## config.mk

```make
export PLATFORM = sky130hd
export DESIGN_NAME = grp_irq_ctrl
export DESIGN_NICKNAME = d
export VERILOG_FILES = /design/src/rtl/gic_pkg.sv /design/src/rtl/gic_sync.sv /design/src/rtl/gic_group.sv /design/src/rtl/gic_prio.sv /design/src/rtl/grp_irq_ctrl.sv
export SDC_FILE = /design/constraint.sdc
export NUM_CORES = 2
export LEC_CHECK = 0
export BUFFER_PORTS_ARGS = -buffer_cell sky130_fd_sc_hd__buf_2
export CAP_MARGIN = 20
export CORE_MARGIN = 2
export CORE_UTILIZATION = 50
export DETAILED_ROUTE_END_ITERATION = 8
export PLACE_DENSITY_LB_ADDON = 0.12
export SETUP_SLACK_MARGIN = 0.05
export SLEW_MARGIN = 30
export SYNTH_ARGS = -nofsm -noshare
export SYNTH_HDL_FRONTEND = slang
export SYNTH_HIERARCHICAL = 1
export SYNTH_SLANG_ARGS = --single-unit
```

## constraint.sdc

```tcl
create_clock -name clk -period 3.63 [get_ports clk]
set_clock_uncertainty 0.15 [all_clocks]
set_input_delay 0 -clock clk [delete_from_list [all_inputs] [get_ports clk]]
set_output_delay 0 -clock clk [all_outputs]
set_load 0.05 [all_outputs]
```

## src/rtl/gic_pkg.sv

```systemverilog
package gic_pkg;
  typedef enum logic [2:0] {
    BLK_PEND,
    BLK_MASK,
    BLK_KIND,
    BLK_SENSE,
    BLK_VEC,
    BLK_NONE
  } gic_blk_e;
endpackage

```

## src/rtl/gic_sync.sv

```systemverilog
module gic_sync #(
  parameter int W = 8
) (
  input  logic         clk,
  input  logic         rst_n,
  input  logic [W-1:0] d,
  output logic [W-1:0] q
);
  logic [W-1:0] s1;
  always_ff @(posedge clk or negedge rst_n) begin
    if (!rst_n) begin
      s1 <= '0;
      q  <= '0;
    end else begin
      s1 <= d;
      q  <= s1;
    end
  end
endmodule

```

## src/rtl/gic_group.sv

```systemverilog
module gic_group #(
  parameter int GRP_W = 8
) (
  input  logic             clk,
  input  logic             rst_n,
  input  logic [GRP_W-1:0] src,
  input  logic             we_pend,
  input  logic             we_mask,
  input  logic             we_kind,
  input  logic             we_sense,
  input  logic [GRP_W-1:0] wdata,
  output logic [GRP_W-1:0] pend_q,
  output logic [GRP_W-1:0] mask_q,
  output logic [GRP_W-1:0] kind_q,
  output logic [GRP_W-1:0] sense_q
);
  logic [GRP_W-1:0] prev_q;
  logic [GRP_W-1:0] hit_edge;

  always_comb begin
    for (int i = 0; i < GRP_W; i++) begin
      hit_edge[i] = sense_q[i] ? (prev_q[i] & ~src[i]) : (src[i] & ~prev_q[i]);
    end
  end

  always_ff @(posedge clk or negedge rst_n) begin
    if (!rst_n) begin
      prev_q  <= '0;
      pend_q  <= '0;
      mask_q  <= '0;
      kind_q  <= '0;
      sense_q <= '0;
    end else begin
      prev_q <= src;
      for (int i = 0; i < GRP_W; i++) begin
        if (!kind_q[i]) begin
          pend_q[i] <= src[i] ^ sense_q[i];
        end else if (hit_edge[i]) begin
          pend_q[i] <= 1'b1;
        end else if (we_pend && wdata[i]) begin
          pend_q[i] <= 1'b0;
        end
      end
      if (we_mask)  mask_q  <= wdata;
      if (we_kind)  kind_q  <= wdata;
      if (we_sense) sense_q <= wdata;
    end
  end
endmodule

```

## src/rtl/gic_prio.sv

```systemverilog
module gic_prio #(
  parameter int N     = 192,
  parameter int IDX_W = 8
) (
  input  logic [N-1:0]     cand,
  output logic             found,
  output logic [IDX_W-1:0] idx
);
  always_comb begin
    found = 1'b0;
    idx   = '0;
    for (int i = 0; i < N; i++) begin
      if (cand[i]) begin
        found = 1'b1;
        idx   = IDX_W'(i);
      end
    end
  end
endmodule

```

## src/rtl/grp_irq_ctrl.sv

```systemverilog
module grp_irq_ctrl
  import gic_pkg::*;
#(
  parameter int N_GRP      = 24,
  parameter int GRP_W      = 8,
  parameter int VEC_OFFSET = 16,
  parameter int ADDR_W     = 7
) (
  input  logic                   clk,
  input  logic                   rst_n,
  input  logic [N_GRP*GRP_W-1:0] irq_src,
  input  logic                   bus_we,
  input  logic [ADDR_W-1:0]      bus_addr,
  input  logic [7:0]             bus_wdata,
  output logic [7:0]             bus_rdata,
  output logic                   irq_o
);
  localparam int N_SRC    = N_GRP * GRP_W;
  localparam int GIDX_W   = (N_GRP > 1) ? $clog2(N_GRP) : 1;
  localparam int SIDX_W   = (N_SRC > 1) ? $clog2(N_SRC) : 1;
  localparam int VEC_ADDR = 4 * N_GRP;

  logic [N_SRC-1:0] src_s;
  logic [N_SRC-1:0] pend_f, mask_f, kind_f, sense_f;
  logic [N_SRC-1:0] cand;
  logic             found;
  logic [SIDX_W-1:0] win;
  logic [7:0]       vec;

  gic_blk_e         blk;
  logic [GIDX_W-1:0] gsel;
  logic [31:0]      a32;

  gic_sync #(.W(N_SRC)) u_sync (
    .clk(clk), .rst_n(rst_n), .d(irq_src), .q(src_s)
  );

  always_comb begin
    a32  = 32'(bus_addr);
    blk  = BLK_NONE;
    gsel = '0;
    if (a32 < N_GRP) begin
      blk = BLK_PEND;  gsel = GIDX_W'(a32);
    end else if (a32 < 2 * N_GRP) begin
      blk = BLK_MASK;  gsel = GIDX_W'(a32 - N_GRP);
    end else if (a32 < 3 * N_GRP) begin
      blk = BLK_KIND;  gsel = GIDX_W'(a32 - 2 * N_GRP);
    end else if (a32 < VEC_ADDR) begin
      blk = BLK_SENSE; gsel = GIDX_W'(a32 - 3 * N_GRP);
    end else if (a32 == VEC_ADDR) begin
      blk = BLK_VEC;
    end
  end

  for (genvar g = 0; g < N_GRP; g++) begin : g_grp
    logic hit;
    assign hit = bus_we && (gsel == GIDX_W'(g));
    gic_group #(.GRP_W(GRP_W)) u_grp (
      .clk     (clk),
      .rst_n   (rst_n),
      .src     (src_s[g*GRP_W +: GRP_W]),
      .we_pend (hit && blk == BLK_PEND),
      .we_mask (hit && blk == BLK_MASK),
      .we_kind (hit && blk == BLK_KIND),
      .we_sense(hit && blk == BLK_SENSE),
      .wdata   (bus_wdata[GRP_W-1:0]),
      .pend_q  (pend_f[g*GRP_W +: GRP_W]),
      .mask_q  (mask_f[g*GRP_W +: GRP_W]),
      .kind_q  (kind_f[g*GRP_W +: GRP_W]),
      .sense_q (sense_f[g*GRP_W +: GRP_W])
    );
  end

  assign cand = pend_f & mask_f;

  gic_prio #(.N(N_SRC), .IDX_W(SIDX_W)) u_prio (
    .cand(cand), .found(found), .idx(win)
  );

  assign vec = found ? (8'(win) + 8'(VEC_OFFSET)) : 8'(VEC_OFFSET);

  always_comb begin
    bus_rdata = '0;
    case (blk)
      BLK_PEND:  bus_rdata = 8'(pend_f[int'(gsel)*GRP_W +: GRP_W]);
      BLK_MASK:  bus_rdata = 8'(mask_f[int'(gsel)*GRP_W +: GRP_W]);
      BLK_KIND:  bus_rdata = 8'(kind_f[int'(gsel)*GRP_W +: GRP_W]);
      BLK_SENSE: bus_rdata = 8'(sense_f[int'(gsel)*GRP_W +: GRP_W]);
      BLK_VEC:   bus_rdata = vec;
      default:   bus_rdata = '0;
    endcase
  end

  always_ff @(posedge clk or negedge rst_n) begin
    if (!rst_n) irq_o <= 1'b0;
    else        irq_o <= |cand;
  end
endmodule

```

==> out/metrics.csv <==
stage,metric,value,unit
synthesis,synth_warnings,6,
timing,slew_headroom,0.2929,
power,p_total,41610,µW
global_routing,grt_first_pass_wirelength,336200,µm
global_routing,antenna_found_initial,9,
synthesis,seq_area_frac_synth,0.5560,
layout,drive_above_1_share,0.2826,
floorplan,rows,127,
cts,clock-sinks,1345,
detailed_routing,drc_errors,0,
layout,regArea,33660,µm²
power,power_leakage,0.03485,µW
synthesis,ys_async_sr_fraction,1.000,
layout,fillers,9397,
layout,syn_to_final_growth,28.06,%
synthesis,yosysMostFrequentCell,dfrtp_1,
synthesis,ys.flop_type,dfrtp_1,
synthesis,synth_area_leaders,"dfrtp_1 (56%), mux2_2 (11%), a21oi_1 (2.8%), nor2_1 (2.6%), and3b_1 (2.5%)",
layout,multi_input_area,25710,µm²
synthesis,avgSynthCellArea,11.56,µm²
place,port_buffers,218,
place,hpwl,161500,µm
floorplan,core-area,120000,µm²
timing,finalMaxSlewViolations,0,
detailed_routing,drt_iter0_markers,4932,
synthesis,syn-num-nets,5450,
global_routing,grt_max_degree,107,
timing,rsz0062_at_grt,yes,
floorplan,dieArea,123900,µm²
detailed_routing,via_per_inst,6.098,
floorplan,die_w,351.9,µm
timing,finalSetupViolCount,8,
global_routing,grt_pass1_vias,49550,
cts,root_buffer,clkbuf_16,
run_status,status,finished with violations,
detailed_routing,wirelength,229600,µm
timing,finalCritPeriodShare,1.154,
detailed_routing,ant_nets,0,
cts,ctsHtreeMaxLevel,4,
detailed_routing,vias,49770,
critical_path,cp.required,3.48,ns
critical_path,cp-end-kind,primary output,
timing,fmax,238.7,MHz
global_routing,grt.total_usage,0.3683,
cts,cts_buffer_depth,3,
floorplan,initial_utilization,0.5045,
power,peakVddDrop,0.0005478,V
worst_hold_path,worstHoldPathType,reg -> reg,
place,gp_congestion,1.048,
timing,fin_ws,-0.5595,ns
synthesis,ys_types,91,
cts,clk_latency,0.78,ns
run,max_cap_viol_count,0,
timing,timing.setup.tns,-3.304,ns
synthesis,synth_common_cells,"dfrtp_1 (1345), mux2_2 (581), nor2_1 (422)",
synthesis,yosys_register_bits,1345,
critical_path,arrival,4.04,ns
cts,numCtsBuffers,144,
synthesis,synth_top_area_cell,dfrtp_1,
timing,min_period,4.190,ns
critical_path,cp-start-kind,flip-flop,
layout,fin_nets,6652,
cts,cts_tree,yes,
cts,clkTransAtPathRegs,0.06,ns
synthesis,syn_area,60530,µm²
run_status,violations,setup timing,
global_routing,overflow,0,
timing,tightest_slew,1.061,ns
power,power_density,536.8,nW/µm²
synthesis,synth_edf_count,0,
critical_path,cp_max_fo,2,
detailed_routing,first_pass_iters,6,
timing,finalHoldViolCount,0,
detailed_routing,wire_per_inst,28.13,µm
floorplan,io_pins,219,
synthesis,yosysTopAreaCellShare,0.5560,
critical_path,criticalPathCategory,reg -> out,
synthesis,synthCells,5237,
floorplan,die_y,351.9,µm
-- logic make-up after synthesis --
family,share of synthesized area
flops,0.5560
fa+ha+maj,0.0006202
compound gates,0.1307
xor+xnor,0.02503
simple gates,0.1461
buf+inv,0.03192
mux,0.1096
-- flip-flops by register name, indices dropped and copies added, names as in the netlist --
signal and flops:
g_grp.u_grp/pend_q 192, irq_o 1, u_sync/s1 192, u_sync/q 192, g_grp.u_grp/mask_q 192, g_grp.u_grp/kind_q 192, g_grp.u_grp/sense_q 192, g_grp.u_grp/prev_q 192
-- worst max-delay path, stage by stage (launching register included) --
cell and delay, ns:
dfrtp_1 0.38, and2_1 0.17, or4_4 0.54, nor4_2 0.28
buf_4 0.20, o21ai_4 0.08, a21boi_4 0.20, o311ai_2 0.12
a21oi_1 0.20, o21ai_2 0.10, ha_4 0.17, xor2_2 0.15
a211oi_2 0.22, a211oi_2 0.10, buf_4 0.18, buf_8 0.15
-- area by class of cell --
| class | count | area share |
|---|---|---|
| multi-input combinational | 3589 | 0.3316 |
| clock inverter | 54 | 0.008636 |
| clock buffer | 199 | 0.05399 |
| timing repair buffer | 1282 | 0.1416 |
| sequential | 1345 | 0.4342 |
| inverter | 77 | 0.003729 |
| antenna | 4 | 0.0001291 |
| tap | 1612 | 0.02602 |
-- per-stage QoR --
step                      utilization  hold WS [ns]  worst slack (ns)  instance area (µm²)  instances
after floorplan                     -       -0.4456            0.1704                60540       5237
after global placement         0.5644      -0.05562           -0.2115                67720       7487
after detailed placement       0.5644      -0.09152           -0.1715                67720       7487
after CTS                      0.6429        0.1673           -0.5572                77140       8144
after global routing           0.6460        0.2019           -0.6522                77510       8158
final                          0.6461        0.1907           -0.5595                77520       8162
-- final timing paths --
| check | from | end | slack (ns) | cells after the start |
|---|---|---|---|---|
| worst min register to register | u_sync/s1[1] | u_sync/q[1] | 0.19 | 0 |
| worst min-delay path | u_sync/s1[1] | u_sync/q[1] | 0.19 | 0 |
| min in group asynchronous | rst_n | u_sync/q[159] | 0.49 | 4 |
| max in group asynchronous | rst_n | g_grp[12].u_grp/mask_q[4] | 2.23 | 4 |
| worst max register to register | g_grp[19].u_grp/pend_q[5] | irq_o | 0.11 | 7 |
| worst max-delay path | g_grp[2].u_grp/mask_q[5] | bus_rdata[6] | -0.56 | 15 |
-- report_power, final --
part	total, µW	internal [µW]	switching, µW	leakage (µW)
Clock	15200	8880	6300	0.00237
Combinational	8730	4010	4720	0.0157
Sequential	17700	16400	1340	0.0167
Total	41600	29300	12400	0.0348
-- per-layer routing --
layer  share of wire  wire length, µm  vias to the layer above  GRT usage
met1            0.41            93110                    25210     0.4883
met3           0.072            16420                      593    0.06155
li1                -                -                    21640          -
met4           0.058            13420                        4     0.1867
met2            0.46           106600                     2322     0.5864
met5         0.00012               27                        -          0
-- cells in the final DEF, fill, tap and decap left out, types with 19 or more instances in the layout --
cell type and count:
o21ai_0 61, nand4_1 22, o22ai_1 42, a211oi_1 48, buf_12 64, nand3_1 191, clkbuf_8 29, clkbuf_1 22
clkinv_2 19, clkbuf_16 148, a31oi_1 19, a22o_1 35, and2_1 175, nand2_1 380, a311o_1 26, nor2b_1 19
nor3_1 43, nand2b_1 38, and3b_1 172, a22oi_1 40, o211ai_1 176, dlygate4sd3_1 395, nor2_1 418, xnor2_1 169
inv_1 77, a221oi_1 95, buf_4 612, a221o_1 47, a21oi_1 338, mux2_2 581, nor4_1 60, or4_1 41
dfrtp_1 1343, buf_2 201
-- timing repair --
action                                   CTS  global route
setup buffers                              8            14
pin swaps                                 32            33
endpoints found under the hold margin   1959             0
cloned                                     0             0
hold buffers                             396             0
endpoints found under the setup margin     9             9
gates resized for setup                  104            56
(Power assumes the default switching activity.)
